`config.mk`:
```
export PLATFORM = sky130hd
export DESIGN_NAME = irq_status_reg
export DESIGN_NICKNAME = d
export VERILOG_FILES = /design/src/rtl/irqs_pkg.sv /design/src/rtl/flag_sync.sv /design/src/rtl/rise_detect.sv /design/src/rtl/temp_rearm.sv /design/src/rtl/irq_status_reg.sv
export SDC_FILE = /design/constraint.sdc
export NUM_CORES = 1
export LEC_CHECK = 0
export BUFFER_PORTS_ARGS = -buffer_cell sky130_fd_sc_hd__buf_2
export CAP_MARGIN = 20
export CORE_MARGIN = 2
export CORE_UTILIZATION = 51
export CTS_BUF_LIST = sky130_fd_sc_hd__clkbuf_4 sky130_fd_sc_hd__clkbuf_8
export CTS_CLUSTER_SIZE = 10
export DETAILED_ROUTE_END_ITERATION = 6
export GPL_ROUTABILITY_DRIVEN = 0
export GPL_TIMING_DRIVEN = 0
export PLACE_DENSITY = 0.89
export REMOVE_ABC_BUFFERS = 1
export SLEW_MARGIN = 20
export SYNTH_ARGS = -nofsm -noshare
export SYNTH_HDL_FRONTEND = slang
export SYNTH_SLANG_ARGS = --single-unit
```
`constraint.sdc`:
```
create_clock -name clk -period 0.9 [get_ports clk]
set_input_delay 0.135 -clock clk [delete_from_list [all_inputs] [get_ports clk]]
set_output_delay 0.135 -clock clk [all_outputs]
set_load 0.03 [all_outputs]
```
`src/rtl/irqs_pkg.sv`:
```
// Package: shared widths and bit positions for the latched status register.
// Assumes: the bit positions below are decoded by the host, so they are fixed.
package irqs_pkg;
    localparam int STAT_W    = 5;
    localparam int NUM_LATCH = 4;
    localparam int IDX_OT    = 0;
    localparam int IDX_SUV   = 1;
    localparam int IDX_RUV   = 2;
    localparam int IDX_DRV   = 3;
    localparam int IDX_LINE  = 4;
    // synchronized input vector positions
    localparam int SY_LINE   = 0;
    localparam int SY_DRV    = 1;
    localparam int SY_RUV    = 2;
    localparam int SY_SUV    = 3;
    localparam int SY_WARN   = 4;
    localparam int SY_OK     = 5;
    localparam int SYNC_W    = 6;
    typedef logic [NUM_LATCH-1:0] latch_vec_t;
    typedef logic [STAT_W-1:0]    stat_vec_t;
endpackage

```
`src/rtl/flag_sync.sv`:
```
// Module: multi-stage synchronizer for a vector of condition flags.
// Assumes: each bit is an independent level; no bus coherency is needed.
module flag_sync #(
    parameter int WIDTH  = 6,
    parameter int STAGES = 2
) (
    input  logic             clk,
    input  logic             rst_n,
    input  logic [WIDTH-1:0] d_i,
    output logic [WIDTH-1:0] q_o
);
    logic [WIDTH-1:0] stg [STAGES];

    // shift the flags through the synchronizer chain
    always_ff @(posedge clk) begin
        if (!rst_n) begin
            for (int k = 0; k < STAGES; k++) stg[k] <= '0;
        end else begin
            stg[0] <= d_i;
            for (int k = 1; k < STAGES; k++) stg[k] <= stg[k-1];
        end
    end

    assign q_o = stg[STAGES-1];
endmodule

```
`src/rtl/rise_detect.sv`:
```
// Module: per-bit rising-edge detector on synchronized flags.
// Assumes: inputs are already synchronous; output is a one-cycle pulse.
module rise_detect #(
    parameter int WIDTH = 4
) (
    input  logic             clk,
    input  logic             rst_n,
    input  logic [WIDTH-1:0] lvl_i,
    output logic [WIDTH-1:0] rise_o
);
    logic [WIDTH-1:0] prev_q;

    // remember the previous level of each flag
    always_ff @(posedge clk) begin
        if (!rst_n) prev_q <= '0;
        else        prev_q <= lvl_i;
    end

    assign rise_o = lvl_i & ~prev_q;


    rise_single_chk: assert property (@(posedge clk) disable iff (!rst_n)
        (rise_o != '0) |=> ((rise_o & $past(rise_o)) == '0));
endmodule

```
`src/rtl/temp_rearm.sv`:
```
// Module: overtemperature event gate with hysteresis re-arm.
// Assumes: warn and recovery levels are synchronous and never both high.
module temp_rearm (
    input  logic clk,
    input  logic rst_n,
    input  logic warn_rise_i,
    input  logic ok_i,
    output logic set_o
);
    logic armed_q;

    // arm on recovery, disarm once an event has been passed on
    always_ff @(posedge clk) begin
        if (!rst_n)           armed_q <= 1'b1;
        else if (ok_i)        armed_q <= 1'b1;
        else if (set_o)       armed_q <= 1'b0;
    end

    assign set_o = warn_rise_i & armed_q;


    rearm_block_chk: assert property (@(posedge clk) disable iff (!rst_n)
        (set_o && !ok_i) |=> !set_o);
endmodule

```
`src/rtl/irq_status_reg.sv`:
```
// Module: latched interrupt status register for a line transceiver.
// Holds four read-to-clear interrupt bits and one live line-level bit,
// drives an active-low interrupt request and an undervoltage indicator.
// Assumes: condition inputs may be asynchronous; rd_stb_i is one cycle wide.
module irq_status_reg
    import irqs_pkg::*;
#(
    parameter int SYNC_STAGES = 2
) (
    input  logic              clk,
    input  logic              rst_n,
    input  logic              line_high_i,
    input  logic              drv_fault_i,
    input  logic              reg_uv_i,
    input  logic              sup_uv_i,
    input  logic              temp_warn_i,
    input  logic              temp_ok_i,
    input  logic              reg_uv_en_i,
    input  logic              rd_stb_i,
    output logic [STAT_W-1:0] status_o,
    output logic [STAT_W-1:0] rd_data_o,
    output logic              irq_n_o,
    output logic              uv_o,
    output logic              drv_fault_flag_o,
    output logic              sup_uv_flag_o,
    output logic              otemp_flag_o
);
    logic [SYNC_W-1:0] raw_vec;
    logic [SYNC_W-1:0] syn_vec;
    latch_vec_t        lvl_vec;
    latch_vec_t        rise_vec;
    latch_vec_t        evt_vec;
    latch_vec_t        flag_q;
    stat_vec_t         rd_q;
    logic              ot_set;
    logic              uv_q;

    assign raw_vec[SY_LINE] = line_high_i;
    assign raw_vec[SY_DRV]  = drv_fault_i;
    assign raw_vec[SY_RUV]  = reg_uv_i;
    assign raw_vec[SY_SUV]  = sup_uv_i;
    assign raw_vec[SY_WARN] = temp_warn_i;
    assign raw_vec[SY_OK]   = temp_ok_i;

    flag_sync #(.WIDTH(SYNC_W), .STAGES(SYNC_STAGES)) u_sync (
        .clk(clk), .rst_n(rst_n), .d_i(raw_vec), .q_o(syn_vec)
    );

    assign lvl_vec[IDX_DRV] = syn_vec[SY_DRV];
    assign lvl_vec[IDX_RUV] = syn_vec[SY_RUV];
    assign lvl_vec[IDX_SUV] = syn_vec[SY_SUV];
    assign lvl_vec[IDX_OT]  = syn_vec[SY_WARN];

    rise_detect #(.WIDTH(NUM_LATCH)) u_rise (
        .clk(clk), .rst_n(rst_n), .lvl_i(lvl_vec), .rise_o(rise_vec)
    );

    temp_rearm u_temp (
        .clk(clk), .rst_n(rst_n), .warn_rise_i(rise_vec[IDX_OT]),
        .ok_i(syn_vec[SY_OK]), .set_o(ot_set)
    );

    // events per latched bit; temperature goes through the re-arm gate
    always_comb begin
        evt_vec         = rise_vec;
        evt_vec[IDX_OT] = ot_set;
    end

    genvar gi;
    generate
        for (gi = 0; gi < NUM_LATCH; gi++) begin : g_flag
            // read clears, a same-cycle event wins over the clear
            always_ff @(posedge clk) begin
                if (!rst_n) flag_q[gi] <= 1'b0;
                else        flag_q[gi] <= (flag_q[gi] & ~rd_stb_i) | evt_vec[gi];
            end
        end
    endgenerate

    assign status_o = {~syn_vec[SY_LINE], flag_q};

    // capture the pre-clear status word on a read
    always_ff @(posedge clk) begin
        if (!rst_n)        rd_q <= '0;
        else if (rd_stb_i) rd_q <= status_o;
    end

    // undervoltage indicator follows the enabled live regulator condition
    always_ff @(posedge clk) begin
        if (!rst_n) uv_q <= 1'b0;
        else        uv_q <= reg_uv_en_i & syn_vec[SY_RUV];
    end

    assign rd_data_o        = rd_q;
    assign uv_o             = uv_q;
    assign irq_n_o          = ~(flag_q[IDX_DRV] | flag_q[IDX_SUV] | flag_q[IDX_OT]
                                | (flag_q[IDX_RUV] & reg_uv_en_i));
    assign drv_fault_flag_o = syn_vec[SY_DRV];
    assign sup_uv_flag_o    = syn_vec[SY_SUV];
    assign otemp_flag_o     = syn_vec[SY_WARN];


    rd_clear_chk: assert property (@(posedge clk) disable iff (!rst_n)
        (rd_stb_i && evt_vec == '0) |=> (status_o[NUM_LATCH-1:0] == '0));

    rd_capture_chk: assert property (@(posedge clk) disable iff (!rst_n)
        rd_stb_i |=> (rd_data_o == $past(status_o)));

    evt_keep_chk: assert property (@(posedge clk) disable iff (!rst_n)
        evt_vec[IDX_DRV] |=> status_o[IDX_DRV]);

    sup_irq_chk: assert property (@(posedge clk) disable iff (!rst_n)
        status_o[IDX_SUV] |-> !irq_n_o);

    uv_mask_chk: assert property (@(posedge clk) disable iff (!rst_n)
        !reg_uv_en_i |=> !uv_o);
endmodule

```
==> metrics.md <==
| Metric | Value |
|---|---|
| Die area | `2030 um^2` |
| First-pass GRT wire length | `2.37 mm` |
| Buf/Inv on CP | `1` |
| Crit path max-delay family | `flip-flops` |
| DR WL/cell | `11.3 um` |
| Multi-input gate area | `297 um^2` |
| Adder-Cell Fraction of Synth Area | `0%` |
| Synth warnings | `0` |
| Reg clk slew, reported paths | `0.14 ns` |
| Synthesized area per cell | `11.6 um^2` |
| Global-route usage over all layers | `16.1%` |
| Crit-path slowest cell | `dfxtp_2` |
| F_max | `0.742 GHz` |
| Row cnt | `14` |
| Die Span Y | `45.0 um` |
| Worst Clk Skew | `0.00549 ns` |
| Synth Register Bits | `27` |
| P&R area growth vs syn | `36.4%` |
| Area contributors post-synth | `dfxtp_1 63%, and2_1 12%, nand2b_1 5.1%` |
| Max_cap viols | `0` |
| Crit share post-route | `150%` |
| RSZ-0062 raised after global routing | `yes` |
| Max incr delay on CP | `0.36 ns` |
| Setup violators final | `15` |
| Final hold vios | `0` |
| Worst vdd ir | `1.35 mV` |
| Complex-gate fraction of the synthesized area | `6.56%` |
| Power Dens Cells | `1730 nW/um^2` |
| Tightest Pin Transition | `0.273 ns` |
| Clk sinks | `27` |
| Die X-Extent | `45.0 um` |
| Main combinational cell family by area after synthesis | `simple AND/OR/NAND/NOR gates` |
| IO Count | `25` |
| Via count | `575` |
| GR Overflow Total | `0` |
| Sequential element share of the synthesized area | `63.0%` |
| CTS root buf | `clkbuf_4` |
| Crit-path cells | `a2111oi_4 > buf_4` |
| Final Max Tran Viols | `0` |
| Initial antenna violation count | `0` |
| CP Class | `reg -> out` |
| Final worst path period need | `1.35 ns` |
| Largest net degree at the start of global routing | `21` |
| Drt initial violations | `0` |
| Post-detail-place hpwl | `832 um` |
| Failing checks | `negative setup slack` |
| Avg Vias per Cell | `4.79` |
| Pwr Total | `0.00203 W` |
| Pleak | `0.519 nW` |
| DRC errors left | `0` |
| Post-synthesis simple-gate area fraction | `21.0%` |
| Req. time, crit path | `0.76 ns` |
| # fillers | `101` |
| TritonCTS clock tree | `built` |
| Reg area | `566 um^2` |
| Hold Crit Class | `in -> reg` |
| Yosys top cell area share | `63.0%` |
| Share of layout cells above drive strength 1 | `50.0%` |
| Mapped Cells | `74` |
| Drt pass-1 iters | `1` |
| Vias in the first global route | `586` |
| Final ANT Viol Nets | `0` |
| Area leader, netlist | `dfxtp_1` |
| Hold Slack | `0.0116 ns` |
| Mapped Area | `858 um^2` |
| Outcome | `finished, violations left` |
| Max clock buf depth | `2` |
| Input/output buffers | `24` |
| Core Region | `1540 um^2` |
| Final WS setup | `-0.447 ns` |
| Worst Path Max Fanout | `2` |
| Initial Utilization | `55.7%` |
| Worst rel slew slack | `81.8%` |
| H-tree depth | `1` |
| Cts bufs inserted | `3` |
| Nets@finish | `115` |
| Setup TNS | `-1.27 ns` |
| WL final | `1.36 mm` |
| WP data arrival | `1.21 ns` |
| Crit. End Element | `output pin` |
| Post-synthesis mux area share | `4.66%` |
| N_diodes | `0` |
| Synth Area in XOR/XNOR | `0%` |
| Latest clock arrival within the worst-skew pair | `0.32 ns` |
| CP Launch Type | `flip-flop` |
| Netlist cell types | `16` |
cells in the final DEF, fill, tap and decap left out:
cell and n:
a211o_1 1, clkbuf_4 4, and3_1 1, dfxtp_1 13
mux2i_1 4, nand2_1 1, nand2b_4 1, o21ai_0 1
and2_1 16, inv_2 2, a211oi_2 1, buf_2 9
buf_4 5, a2111oi_4 1, nand3b_1 1, dfxtp_2 11
buf_6 15, a21oi_1 3, nand2b_1 6, dfxtp_4 3
nor2_1 5
cells in the mapped netlist:
master     number
inv_1           1
mux2i_1         4
buf_6           3
a211oi_2        1
a21oi_1         3
a211o_1         1
and3_1          1
o21ai_0         1
a2111oi_2       1
inv_2           1
dfxtp_1        27
nand3b_1        1
nand2_1         1
nand2b_1        7
and2_1         16
nor2_1          5
metrics by stage:
stage          worst slack (ns)  util, %  instance area [um^2]  instances
2_1_floorplan            -0.465        -                   825         71
3_3_place_gp             -0.117     62.6                   965        111
3_5_place_dp             -0.130     62.6                   965        111
4_1_cts                  -0.428     75.2                  1160        120
5_1_grt                  -0.492     76.0                  1170        120
6_report                 -0.447     76.0                  1170        120
power by group:
group	switching, W	leakage, nW	internal [W]
clock	0.000331	0.0184	0.000204
sequential	0.0000268	0.228	0.00124
combinational	0.000114	0.272	0.000114
total	0.000473	0.519	0.00156
layer usage:
layer  track usage [%]  up-vias  part of all wire (%)
met4              5.29        0                   1.3
met5                 0        -                     0
met3              4.00        2                   6.2
met2              28.3       23                    46
li1                  -      298                     -
met1              18.9      252                    46
cells by family (layout without fill, tap and decap cells):
| family | Yosys count | after routing |
|---|---|---|
| AND/OR/NAND/NOR | 31 | 31 |
| flip-flops | 27 | 27 |
| AO/OA/AOI/OAI | 7 | 7 |
| buffers and inverters | 5 | 35 |
| multiplexers | 4 | 4 |
area by class of cell:
cell class / count / area share [%]
clock buffer: 4 / 2.56
multi-input combinational: 42 / 25.3
inverter: 2 / 0.641
sequential: 27 / 48.3
tap: 16 / 1.71
timing repair buffer: 29 / 21.5
state kept, by name, summed over array words and instances, names as in the netlist:
register,flops
u_sync.stg,12
rd_data_o,5
status_o,4
u_rise.prev_q,4
u_temp.armed_q,1
uv_o,1
worst reg2reg max path: stages, from the launching register on:
cell	delay (ns)
dfxtp_2	0.37
buf_6	0.11
nand2b_4	0.05
a211o_1	0.25
path summary, 6_finish.rpt:
path | startpoint | endpoint | slack (ns) | cells after the start
worst max-delay path | status_o[3]$_SDFF_PN0_ | irq_n_o | -0.45 | 2
worst min-delay path | drv_fault_i | u_sync.stg[0][1]$_SDFF_PN0_ | 0.01 | 2
worst max register to register | u_sync.stg[0][10]$_SDFF_PN0_ | u_temp.armed_q$_SDFFE_PP1P_ | 0.05 | 3
worst min register to register | u_sync.stg[0][11]$_SDFF_PN0_ | u_temp.armed_q$_SDFFE_PP1P_ | 0.43 | 1
what timing repair did:
item	in CTS	in global routing
endpoints found under the hold margin	0	0
gates resized for setup	48	2
endpoints found under the setup margin	15	16
hold buffers	0	0
buffers inserted	5	0
pin swaps	1	0
(Power assumes the default switching activity.)
